$ cat src/rtl/snand_dma_pkg.sv
package snand_dma_pkg;
  localparam logic [7:0] OFS_CFG   = 8'h00;
  localparam logic [7:0] OFS_TRIG  = 8'h18;
  localparam logic [7:0] OFS_MADDR = 8'h1c;
  localparam logic [7:0] OFS_STAT  = 8'h20;
  localparam logic [7:0] OFS_LEN   = 8'h24;
  localparam int IE_BIT   = 20;
  localparam int LANE_LSB = 28;

  typedef enum logic [2:0] {
    ST_IDLE, ST_FILL, ST_WR, ST_RD, ST_RWAIT, ST_SEND, ST_FIN
  } dma_st_e;

  // enables for the leading n byte lanes, MSB lane first
  function automatic logic [3:0] lead_be(input logic [2:0] n);
    logic [3:0] m;
    for (int k = 0; k < 4; k++) m[3-k] = (k < int'(n));
    return m;
  endfunction
endpackage

$ cat src/rtl/snand_dma_regs.sv
module snand_dma_regs
  import snand_dma_pkg::*;
#(
  parameter int LEN_W = 12
) (
  input  logic             clk_i,
  input  logic             rst_ni,
  input  logic             reg_we_i,
  input  logic [7:0]       reg_addr_i,
  input  logic [31:0]      reg_wdata_i,
  output logic [31:0]      reg_rdata_o,
  input  logic             busy_i,
  input  logic             done_i,
  output logic             start_o,
  output logic             dir_o,
  output logic [31:0]      maddr_o,
  output logic [LEN_W-1:0] count_o,
  output logic [1:0]       lane_o,
  output logic             irq_o
);
  logic [31:0] cfg_q, maddr_q, len_q;
  logic        pend_q;

  always_ff @(posedge clk_i or negedge rst_ni) begin
    if (!rst_ni) begin
      cfg_q   <= '0;
      maddr_q <= '0;
      len_q   <= '0;
      pend_q  <= 1'b0;
    end else begin
      if (reg_we_i && reg_addr_i == OFS_CFG)   cfg_q   <= reg_wdata_i;
      if (reg_we_i && reg_addr_i == OFS_MADDR) maddr_q <= reg_wdata_i;
      if (reg_we_i && reg_addr_i == OFS_LEN)   len_q   <= reg_wdata_i;
      if (done_i) pend_q <= 1'b1;
      else if (reg_we_i && reg_addr_i == OFS_STAT && reg_wdata_i[0]) pend_q <= 1'b0;
    end
  end

  always_comb begin
    case (reg_addr_i)
      OFS_CFG:   reg_rdata_o = cfg_q;
      OFS_MADDR: reg_rdata_o = maddr_q;
      OFS_STAT:  reg_rdata_o = {31'b0, pend_q};
      OFS_LEN:   reg_rdata_o = len_q;
      default:   reg_rdata_o = '0;
    endcase
  end

  assign start_o = reg_we_i && reg_addr_i == OFS_TRIG && !busy_i;
  assign dir_o   = reg_wdata_i[0];
  assign maddr_o = maddr_q;
  assign count_o = len_q[LEN_W-1:0];
  assign lane_o  = len_q[LANE_LSB+1:LANE_LSB];
  assign irq_o   = cfg_q[IE_BIT] & pend_q;
endmodule

$ cat src/rtl/snand_dma_packer.sv
module snand_dma_packer #(
  parameter int LANES = 4
) (
  input  logic               clk_i,
  input  logic               rst_ni,
  input  logic               clr_i,
  input  logic               push_i,
  input  logic [7:0]         byte_i,
  output logic [8*LANES-1:0] word_o,
  output logic [2:0]         fill_o
);
  logic [8*LANES-1:0] word_q;
  logic [2:0]         fill_q;

  always_ff @(posedge clk_i or negedge rst_ni) begin
    if (!rst_ni) begin
      word_q <= '0;
      fill_q <= '0;
    end else if (clr_i) begin
      word_q <= '0;
      fill_q <= '0;
    end else if (push_i) begin
      for (int k = 0; k < LANES; k++)
        if (fill_q == 3'(k)) word_q[8*(LANES-1-k) +: 8] <= byte_i;
      fill_q <= fill_q + 3'd1;
    end
  end

  assign word_o = word_q;
  assign fill_o = fill_q;
endmodule

$ cat src/rtl/snand_dma_unpacker.sv
module snand_dma_unpacker #(
  parameter int LANES = 4
) (
  input  logic               clk_i,
  input  logic               rst_ni,
  input  logic               load_i,
  input  logic [8*LANES-1:0] word_i,
  input  logic [2:0]         nb_i,
  input  logic               pop_i,
  output logic [7:0]         byte_o,
  output logic [2:0]         left_o
);
  logic [8*LANES-1:0] sh_q;
  logic [2:0]         left_q;

  always_ff @(posedge clk_i or negedge rst_ni) begin
    if (!rst_ni) begin
      sh_q   <= '0;
      left_q <= '0;
    end else if (load_i) begin
      sh_q   <= word_i;
      left_q <= nb_i;
    end else if (pop_i) begin
      sh_q   <= {sh_q[8*LANES-9:0], 8'h00};
      left_q <= left_q - 3'd1;
    end
  end

  assign byte_o = sh_q[8*LANES-1 -: 8];
  assign left_o = left_q;
endmodule

$ cat src/rtl/snand_dma_eng.sv
module snand_dma_eng
  import snand_dma_pkg::*;
#(
  parameter int LEN_W  = 12,
  parameter int RD_CAP = 2080,
  parameter int WR_CAP = 520
) (
  input  logic        clk_i,
  input  logic        rst_ni,
  input  logic        reg_we_i,
  input  logic [7:0]  reg_addr_i,
  input  logic [31:0] reg_wdata_i,
  output logic [31:0] reg_rdata_o,
  input  logic        rx_valid_i,
  input  logic [7:0]  rx_data_i,
  output logic        rx_ready_o,
  output logic        tx_valid_o,
  output logic [7:0]  tx_data_o,
  input  logic        tx_ready_i,
  output logic [1:0]  lane_o,
  output logic        mem_req_o,
  output logic        mem_we_o,
  output logic [31:0] mem_addr_o,
  output logic [31:0] mem_wdata_o,
  output logic [3:0]  mem_be_o,
  input  logic        mem_gnt_i,
  input  logic        mem_rvalid_i,
  input  logic [31:0] mem_rdata_i,
  output logic        busy_o,
  output logic        irq_o
);
  localparam logic [LEN_W-1:0] RD_LIM = LEN_W'(RD_CAP);
  localparam logic [LEN_W-1:0] WR_LIM = LEN_W'(WR_CAP);
  localparam logic [LEN_W-1:0] WORD_B = LEN_W'(4);

  dma_st_e          st_q;
  logic [LEN_W-1:0] rem_q, cap, eff_len, cnt_raw;
  logic [29:0]      ptr_q;
  logic [1:0]       lane_q, lane_raw;
  logic             start, dir, done;
  logic [31:0]      maddr, pword;
  logic [2:0]       fill, left, up_nb;
  logic             rx_fire, tx_fire, pk_clr, up_load;

  snand_dma_regs #(.LEN_W(LEN_W)) u_regs (
    .clk_i, .rst_ni, .reg_we_i, .reg_addr_i, .reg_wdata_i, .reg_rdata_o,
    .busy_i(busy_o), .done_i(done), .start_o(start), .dir_o(dir),
    .maddr_o(maddr), .count_o(cnt_raw), .lane_o(lane_raw), .irq_o
  );

  snand_dma_packer #(.LANES(4)) u_pack (
    .clk_i, .rst_ni, .clr_i(pk_clr), .push_i(rx_fire), .byte_i(rx_data_i),
    .word_o(pword), .fill_o(fill)
  );

  snand_dma_unpacker #(.LANES(4)) u_unpack (
    .clk_i, .rst_ni, .load_i(up_load), .word_i(mem_rdata_i), .nb_i(up_nb),
    .pop_i(tx_fire), .byte_o(tx_data_o), .left_o(left)
  );

  assign cap     = dir ? WR_LIM : RD_LIM;
  assign eff_len = (cnt_raw > cap) ? cap : cnt_raw;

  assign rx_ready_o  = (st_q == ST_FILL) && (fill < 3'd4) && (rem_q != '0);
  assign rx_fire     = rx_ready_o && rx_valid_i;
  assign tx_valid_o  = (st_q == ST_SEND) && (left != 3'd0);
  assign tx_fire     = tx_valid_o && tx_ready_i;
  assign mem_req_o   = (st_q == ST_WR) || (st_q == ST_RD);
  assign mem_we_o    = (st_q == ST_WR);
  assign mem_addr_o  = {ptr_q, 2'b00};
  assign mem_wdata_o = pword;
  assign mem_be_o    = mem_we_o ? lead_be(fill) : 4'hF;
  assign pk_clr      = (st_q == ST_WR) && mem_gnt_i;
  assign up_load     = (st_q == ST_RWAIT) && mem_rvalid_i;
  assign up_nb       = (rem_q >= WORD_B) ? 3'd4 : rem_q[2:0];
  assign done        = (st_q == ST_FIN);
  assign busy_o      = (st_q != ST_IDLE);
  assign lane_o      = lane_q;

  always_ff @(posedge clk_i or negedge rst_ni) begin
    if (!rst_ni) begin
      st_q   <= ST_IDLE;
      rem_q  <= '0;
      ptr_q  <= '0;
      lane_q <= '0;
    end else begin
      case (st_q)
        ST_IDLE: if (start) begin
          ptr_q  <= maddr[31:2];
          rem_q  <= eff_len;
          lane_q <= lane_raw;
          if (eff_len == '0) st_q <= ST_FIN;
          else               st_q <= dir ? ST_RD : ST_FILL;
        end
        ST_FILL: begin
          if (rx_fire) rem_q <= rem_q - 1'b1;
          if (fill == 3'd4 || (rem_q == '0 && fill != 3'd0)) st_q <= ST_WR;
        end
        ST_WR: if (mem_gnt_i) begin
          ptr_q <= ptr_q + 30'd1;
          st_q  <= (rem_q == '0) ? ST_FIN : ST_FILL;
        end
        ST_RD: if (mem_gnt_i) st_q <= ST_RWAIT;
        ST_RWAIT: if (mem_rvalid_i) begin
          ptr_q <= ptr_q + 30'd1;
          st_q  <= ST_SEND;
        end
        ST_SEND: begin
          if (tx_fire) rem_q <= rem_q - 1'b1;
          if (left == 3'd0) st_q <= (rem_q == '0) ? ST_FIN : ST_RD;
        end
        ST_FIN:  st_q <= ST_IDLE;
        default: st_q <= ST_IDLE;
      endcase
    end
  end
endmodule

$ cat config.mk
export PLATFORM = sky130hd
export DESIGN_NAME = snand_dma_eng
export DESIGN_NICKNAME = d
export VERILOG_FILES = /design/src/rtl/snand_dma_pkg.sv /design/src/rtl/snand_dma_regs.sv /design/src/rtl/snand_dma_packer.sv /design/src/rtl/snand_dma_unpacker.sv /design/src/rtl/snand_dma_eng.sv
export SDC_FILE = /design/constraint.sdc
export NUM_CORES = 1
export LEC_CHECK = 0
export CAP_MARGIN = 5
export CORE_MARGIN = 2
export CORE_UTILIZATION = 30
export CTS_CLUSTER_DIAMETER = 150
export DETAILED_ROUTE_END_ITERATION = 6
export GPL_TIMING_DRIVEN = 0
export PLACE_DENSITY = 0.55
export REMOVE_ABC_BUFFERS = 1
export SETUP_SLACK_MARGIN = 0.02
export SLEW_MARGIN = 20
export SYNTH_ARGS = -nofsm -noshare
export SYNTH_HDL_FRONTEND = slang
export SYNTH_SLANG_ARGS = --single-unit
$ cat constraint.sdc
create_clock -name clk_i -period 5.1 [get_ports clk_i]
set_input_delay 1.53 -clock clk_i [delete_from_list [all_inputs] [get_ports clk_i]]
set_output_delay 1.53 -clock clk_i [all_outputs]
set_load 0.03 [all_outputs]
Yosys cells after proc, flatten, opt, wreduce, memory -nomap -nowiden
Cells that the tools add are included.
- register bits after elaboration: 214
- word-level logic and storage cells: 132
- $lt $le $gt $ge: 7
- equal/unequal tests: 22
- add/sub/neg operators: 4
- reductions and logical operators: 45
- bitwise logic cells: 1
- mux-type cells: 38
- operator list (operator ; number):
    $mux 32 ; 4
    $pmux 32 s4 ; 1
    $mux 30 ; 3
    $pmux 30 s3 ; 1
    $mux 12 ; 5
    $mux 3 ; 14
    $pmux 12 s3 ; 1
    $mux 8 ; 4
    $add 30x1->30 const B ; 1
    $logic_not 12->1 ; 2
    $pmux 3 s6 ; 1
    $eq 8x5->1 const B ; 2
    $eq 8x6->1 const B ; 2
    $logic_and 1x1->1 ; 15
    $reduce_bool 3->1 ; 5
    $reduce_bool 2->1 ; 7
    $eq 3x2->1 const B ; 4
    $eq 3x3->1 const B ; 4
    $ge 12x3->1 const B ; 1
    $gt 12x12->1 ; 1
    $reduce_bool 12->1 ; 1
    $sub 12x1->12 const B ; 1
    $ne 2x2->1 const B ; 5
    $reduce_and 2->1 ; 5
    17 further kinds ; 27

Longest topological paths before layout
Gate-level depths: netlist of run 1.
- depth after elaboration: 7
- gate-level depth with buffers: 11
- depth with buffers taken out: 9

Modules after synthesis
From an unflattened synthesis of run 1, not the netlist that was laid out.
- cell total of the unflattened synthesis: 1066
- area, all modules: 11798.8 um^2
- by module, submodules not included (module ; cells an instance ; area an instance (um^2) ; times used ; sequential area each (um^2)):
    snand_dma_regs ; 314 ; 4694.5 ; 1 ; 2427.3
    snand_dma_eng ; 444 ; 3668.5 ; 1 ; 1176.1
    snand_dma_unpacker ; 164 ; 1729.2 ; 1 ; 875.8
    snand_dma_packer ; 144 ; 1706.6 ; 1 ; 875.8

Worst setup path before layout of run 1
Ideal clock, no wire load.
- path type: input-to-output
- start: in reg_addr_i[1]
- end: out reg_rdata_o[10]
- data required time: 3.570 ns
- setup slack: 0.356 ns
- arrival: 3.214 ns
- path buffers: 2
- cell stages on the path: 7
- cells stage by stage: or4_4 > nor3_2 > and3_1 > clkbuf_1 > clkbuf_1 > a222oi_1 > inv_1
- longest elaborated chain between the ends: 2
- elaborated cells on any way between the ends: 5
- those cells by class: 3 x eq/ne; 1 x mux; 1 x reduce/logical
- ends and longest elaborated chain (element ; line ; text):
    start, declared ; snand_dma_eng.sv:11 ; input logic [7:0] reg_addr_i,
    $eq 8x6->1 (tied with other cells) ; snand_dma_regs.sv:40 ; case (reg_addr_i)
    $pmux 32 s4 (*) ; snand_dma_regs.sv:40 ;
    end, declared ; snand_dma_eng.sv:13 ; output logic [31:0] reg_rdata_o,
Mark *: on every way between the ends. The rest lies on a longest branch, timed or not.

Worst setup path after layout of run 1
- start: in reg_addr_i[0]
- end: out reg_rdata_o[18]
Same word-level chain as after synthesis.

==> impl_metrics.ini, run 1 <==
[clock_tree]
insertion_delay_ns = 0.55
cts_buffers = 26
cts.sinks = 214
clk_pin_slew_worst_paths_ns = 0.06
htree_levels = 1
cts_root_buf = clkbuf_16
clockBufferDepth = 3
hold_buffers = 0
cts_tree = done

[grt]
antenna_found_initial = 1
grt_overflow_total = 0
grt_pass1_vias = 8670
grt_max_degree = 89
grt_usage_pct = 17.5
grt_pass1_wl_um = 50600

[worst_setup_path]
startpoint_type = input port
r2r_cells = 6
cp_max_fo = 15
crit_end = reg_rdata_o[18]
critPathMostFrequentCell = buf_12
cpMaxStageDelayCell = or4_4
path_class = input port to output pin
regToRegSetupSlack_ns = 1.72
r2r_start = st_q[0]
cp-end-kind = output pin
crit_path_start = reg_addr_i[0]
reg2reg_to = u_unpack.left_o[2]
path_cells = dlygate4sd2_1 > or4_4 > nor3_4 > buf_4 > and3_4 > buf_12 > buf_12 > a222oi_1 > inv_1 > buf_2
crit_required_ns = 3.57
crit_arrival_ns = 3.47
max_stage_delay_ns = 0.54

[yosys]
yosys_warnings = 0
synthCells = 1036
synth_cell_type_count = 62
async_flop_share_pct = 100
synthFlopType = dfrtp_1
yosysTopAreaCell = dfrtp_1
yosysMostFrequentCell = dfrtp_1
seq_area_frac_synth_pct = 51.2
synth_common_cells = dfrtp_1, nand2_1, mux2_2, a21oi_1, o21ai_0
ys_ff_latch = 214
synth_area_leaders = dfrtp_1, mux2_2, nand2_1, a21oi_1, a222oi_1
synth-edff-count = 0
syn_area_um2 = 10500
avgSynthCellArea_um2 = 10.1
synth_top_area_share_pct = 51.2

[placed_design]
io_buffer_count = 200
gp_congestion = 0.790
hpwl_um = 21900
place_area_um2 = 13100

[sta]
fin_crit_ns = 5.00
fmax_mhz = 200
finalCritPeriodShare_pct = 98.0
rsz0062_at_grt = no
maxSlewHeadroom_pct = 29.3
hold_viol_final = 0
hold_slack_ns = 0.478
tns_ns = 0
setup_violations = 0
fin_skew_ns = 0.0170
worstMarginPinSlew_ns = 1.05
slew_violations = 0

[job]
cap_violations = 0

[detailed_routing]
wl_um = 32200
via_per_inst = 5.15
post_drt_wl_per_cell_um = 18.9
route.detailed.drc = 0
first_pass_iters = 5
via_count = 8763
detail-route-antenna-nets = 0
drt_iter0_drc = 619

[hold_path]
hold_path.class = flop to flop

[floorplan]
die_x_um = 191
ioPinCount = 203
fp-row-count = 68
coreArea_um2 = 34500
dieArea_um2 = 36400
die_h_um = 191
floorplan.initialDensity_pct = 30.4

[layout]
nets = 1326
drive_gt1_share_pct = 18.7
nFillCells = 3392
utilization_pct = 41.1
finalInstanceArea_um2 = 14200
syn2layout_area_growth_pct = 35.4

[power_and_ir_drop]
finalPower_uw = 7620
leakage_uw = 0.00656
powerDensity_nw_per_um2 = 537
peakVddDrop_uv = 397

[run_status]
status = finished, final reports clean
[cells in the final DEF (no fill, tap or decap), drive strengths merged, types with 6 or more instances in the layout]
cell / n
dfrtp: 214
clkdlybuf4s50: 160
nand2: 114
mux2: 96
a21oi: 83
o21ai: 64
buf: 64
nor2: 61
inv: 49
nand3: 44
clkbuf: 41
a222oi: 31
mux2i: 25
a22oi: 17
nor3: 16
o22ai: 15
and3: 14
ha: 11
nand2b: 11
nand4: 9
or3: 6
and2: 6
nor4: 6
[flip-flops by register name, summed over array words and instances, names as in the netlist]
signal           flops
lane_o               2
ptr_q               30
rem_q               12
st_q                 3
u_pack.fill_o        3
u_pack.word_o       32
u_regs.cfg_q        32
u_regs.len_q        32
u_regs.maddr_o      32
u_regs.pend_q        1
u_unpack.left_o      3
u_unpack.sh_q       32
[how the worst min path moves through the flow]
stage / endpoint / start / cells past startpoint
final: u_unpack.sh_q[10] / u_unpack.sh_q[10] / 2
after global routing: u_unpack.sh_q[10] / u_unpack.sh_q[10] / 2
after CTS: u_unpack.sh_q[10] / u_unpack.sh_q[10] / 2
after detailed placement: u_unpack.sh_q[10] / u_unpack.sh_q[10] / 2
after global placement: u_unpack.sh_q[13] / u_unpack.sh_q[13] / 2
after floorplan: u_unpack.sh_q[19] / u_unpack.sh_q[19] / 2
[kinds of logic after synthesis]
logic type	count (synthesis)	synth area share [%]
AND/OR/NAND/NOR	314	14.5
adder cells (fa/ha/maj)	11	1.32
XOR/XNOR	2	0.167
other	1	0.0358
buffers and inverters	123	4.80
AO/OA/AOI/OAI	250	15.3
multiplexers	121	12.7
flip-flops	214	51.2
[final cells by class]
class                      instances  area [µm²]  area share [%]
sequential                       214        5360            37.8
multi-input combinational        700        4670            33.0
inverter                          49         184            1.30
timing repair buffer             237        2440            17.2
clock buffer                      36         778            5.49
tap                              455         569            4.02
antenna                            1        2.50          0.0177
clock inverter                    10         164            1.16
[repair_timing]
| item | in CTS | in global routing |
|---|---|---|
| gates cloned | 2 | 0 |
| pin swaps | 5 | 3 |
| buffers inserted | 15 | 0 |
| endpoints found under the setup margin | 32 | 32 |
| gates resized for setup | 175 | 18 |
[worst max-delay path, delay by kind of cell]
family	cells	cell delay (ns)
compound gates	1	0.10
simple gates	3	0.92
buf+inv	6	0.91
[power breakdown]
part           switching (µW)  internal (µW)  leakage, µW
Clock                     752           1260     0.000466
Sequential                408           2140      0.00283
Combinational            1820           1230      0.00327
Total                    2980           4630      0.00656
[metrics by stage]
| step | std cells | worst slack [ns] |
|---|---|---|
| final | 1702 | 0.101 |
| after global routing | 1701 | 0.0202 |
| after CTS | 1701 | 0.0375 |
| after detailed placement | 1638 | -0.895 |
| after global placement | 1618 | -7.15 |
| after floorplan | 963 | -0.135 |
[layer usage]
metal | global-route usage [%] | vias to the layer above | wire length, µm
met5 | 0 | - | 0
met4 | 4.29 | 0 | 697
met3 | 4.38 | 43 | 2240
met2 | 27.9 | 249 | 14700
met1 | 23.8 | 4338 | 14600
li1 | - | 4133 | -
Power figures use the tool's default switching activity.
==> inputs of run 2 (changes only) <==
--- a/config.mk
+++ b/config.mk
@@ -11,6 +11,7 @@
 export CTS_CLUSTER_DIAMETER = 150
 export DETAILED_ROUTE_END_ITERATION = 6
 export GPL_TIMING_DRIVEN = 0
+export HOLD_SLACK_MARGIN = 0.08
 export PLACE_DENSITY = 0.55
 export REMOVE_ABC_BUFFERS = 1
 export SETUP_SLACK_MARGIN = 0.02
==> results of run 2 <==
Same layout as run 1: the final DEF is identical, and so are final timing and power.
==> inputs of run 3 (changes only) <==
--- a/config.mk
+++ b/config.mk
@@ -15,7 +15,7 @@
 export PLACE_DENSITY = 0.55
 export REMOVE_ABC_BUFFERS = 1
 export SETUP_SLACK_MARGIN = 0.02
-export SLEW_MARGIN = 20
+export SLEW_MARGIN = 30
 export SYNTH_ARGS = -nofsm -noshare
 export SYNTH_HDL_FRONTEND = slang
 export SYNTH_SLANG_ARGS = --single-unit
==> run 3 against run 2 <==
Against the previous run: die area did not move; total power fell by 0.84%; combinational power barely moved; worst hold slack got worse by 0.0022 ns; cell count barely moved; highest routed layer unchanged.
==> impl_metrics.ini, run 3 (synthesis gave the netlist of run 1 again) <==
[sta]
rsz0062_at_grt = yes
maxSlewHeadroom_pct = 38.8
fin_skew_ns = 0.0107
setup_slack_ns = 0.0765
worstMarginPinSlew_ns = 0.915
fmax_mhz = 199
slew_violations = 0
tns_ns = 0
hold_viol_final = 0
finalCritPeriodShare_pct = 98.5
setup_violations = 0
fin_crit_ns = 5.02

[power_and_ir_drop]
leakage_uw = 0.00651
swShare_pct = 39.4
powerDensity_nw_per_um2 = 537
seqPwrFrac_pct = 33.8
peakVddDrop_uv = 303
p_int_uw = 4570
switchingPower_uw = 2980
power.share.clock_pct = 25.8
pwr-share-comb_pct = 40.5
finalPower_uw = 7550

[detailed_routing]
first_pass_iters = 5
via_count = 8726
post_drt_wl_per_cell_um = 18.6
drt_iter0_drc = 520
via_per_inst = 5.13
wl_um = 31700
detail-route-antenna-nets = 0
route.detailed.drc = 0

[floorplan]
ioPinCount = 203
dieArea_um2 = 36400
coreArea_um2 = 34500
die_h_um = 191
fp-row-count = 68
floorplan.initialDensity_pct = 30.4
die_x_um = 191

[worst_setup_path]
path_class = input port to output pin
cp_max_fo = 7
crit_required_ns = 3.57
r2r_start = st_q[0]
regToRegSetupSlack_ns = 1.73
r2r_cells = 6
reg2reg_to = u_unpack.left_o[2]
crit_end = reg_rdata_o[10]
crit_path_start = reg_addr_i[1]
cp-end-kind = output pin
startpoint_type = input port
crit_arrival_ns = 3.49

[layout]
multiInputGateArea_um2 = 4700
nets = 1323
syn2layout_area_growth_pct = 34.4
nFillCells = 3397
register_area_um2 = 5360
finalNonFillerCells = 1701
final_common_cell = dfrtp_1
layout_common_cells = dfrtp_1, clkdlybuf4s50_1, nand2_1, mux2_2, a21oi_1
drive_gt1_share_pct = 18.2

[grt]
gr-max-usage-layer = met2
met2_usage_pct = 27.4
grt_max_degree = 85
grt_pass1_wl_um = 50100
grt_use_met1_pct = 23.3
antenna_found_initial = 1
grt_use_met3_pct = 4.67
grt_overflow_total = 0
grt_usage_pct = 17.2
grt_pass1_vias = 8665

[placed_design]
hpwl_um = 21500
place_ws_ns = -0.963
dp.cells = 1638
io_buffer_count = 200
gp_congestion = 0.790

[clock_tree]
clk_pin_slew_worst_paths_ns = 0.05
insertion_delay_ns = 0.54
cts_tree = done
clockBufferDepth = 3
cts_buffers = 27
cts_root_buf = clkbuf_16
cts.sinks = 214
htree_levels = 1

[job]
cap_violations = 0

[run_status]
status = finished, final reports clean

[hold_path]
hold_path.class = flop to flop
-- run 3: cell types whose count changed in the layout (fill, tap and decap cells not counted), moves of 3 or more --
cell	change
clkbuf_8	-4
buf_2	-7
nand2_4	+3
nand2_2	-3
clkbuf_1	+6
buf_4	+13
buf_12	-3
clkdlybuf4s50_1	+3
buf_6	-4
-- run 3: how the worst min path moves through the flow --
stage	startpoint	endpoint	slack, ns	cells past startpoint
after floorplan	u_unpack.sh_q[19]	u_unpack.sh_q[19]	0.45	2
after global placement	u_unpack.sh_q[13]	u_unpack.sh_q[13]	0.46	2
final	u_unpack.sh_q[23]	u_unpack.sh_q[23]	0.48	2
after detailed placement	u_unpack.sh_q[8]	u_unpack.sh_q[8]	0.46	2
after global routing	u_unpack.sh_q[23]	u_unpack.sh_q[23]	0.49	2
after CTS	u_unpack.sh_q[8]	u_unpack.sh_q[8]	0.48	2
-- run 3: per-stage QoR --
step | instance area [µm²] | hold WS (ns) | utilization (%)
floorplan | 10100 | 0.445 | -
global placement | 12700 | 0.459 | 36.9
detailed placement | 13100 | 0.464 | 37.9
CTS | 14000 | 0.480 | 40.7
global route | 14100 | 0.493 | 40.8
finish | 14100 | 0.475 | 40.8
-- run 3: cell type report --
class | instances | share of cell area (%)
flip-flops and latches | 214 | 38.1
diodes | 1 | 0.0178
inverters | 49 | 1.31
clock inverters | 10 | 0.943
well taps | 455 | 4.05
clock buffers | 39 | 5.48
multi-input cells | 700 | 33.4
repair buffers | 233 | 16.7
-- run 3: per-layer routing --
metal	vias up	wire length (µm)
met4	0	673
met1	4289	14100
met3	40	2470
met2	264	14400
li1	4133	-
met5	-	0
-- run 3: repair_timing --
action                     CTS  global route
gates resized for setup    183            13
setup buffers                9             2
hold buffers                 0             0
gates cloned                 1             0
setup endpoints to repair   32            31
pin swaps                    4             1
-- run 3: critical path, stage by stage --
cell and delay [ns]:
clkdlybuf4s50_1 0.40, or4_4 0.45, nor3_4 0.19, nor3b_4 0.25
buf_12 0.18, buf_12 0.13, a222oi_1 0.08, inv_1 0.07
clkbuf_4 0.20
-- run 3: power by group through the flow --
stage                     logic (µW)  clock network, µW  registers [µW]
after floorplan                 1400                  0            2930
after global placement          2930                  0            2560
after detailed placement        3070                  0            2570
after CTS                       3080               2010            2540
after global routing            3370               2080            2620
final                           3050               1950            2550
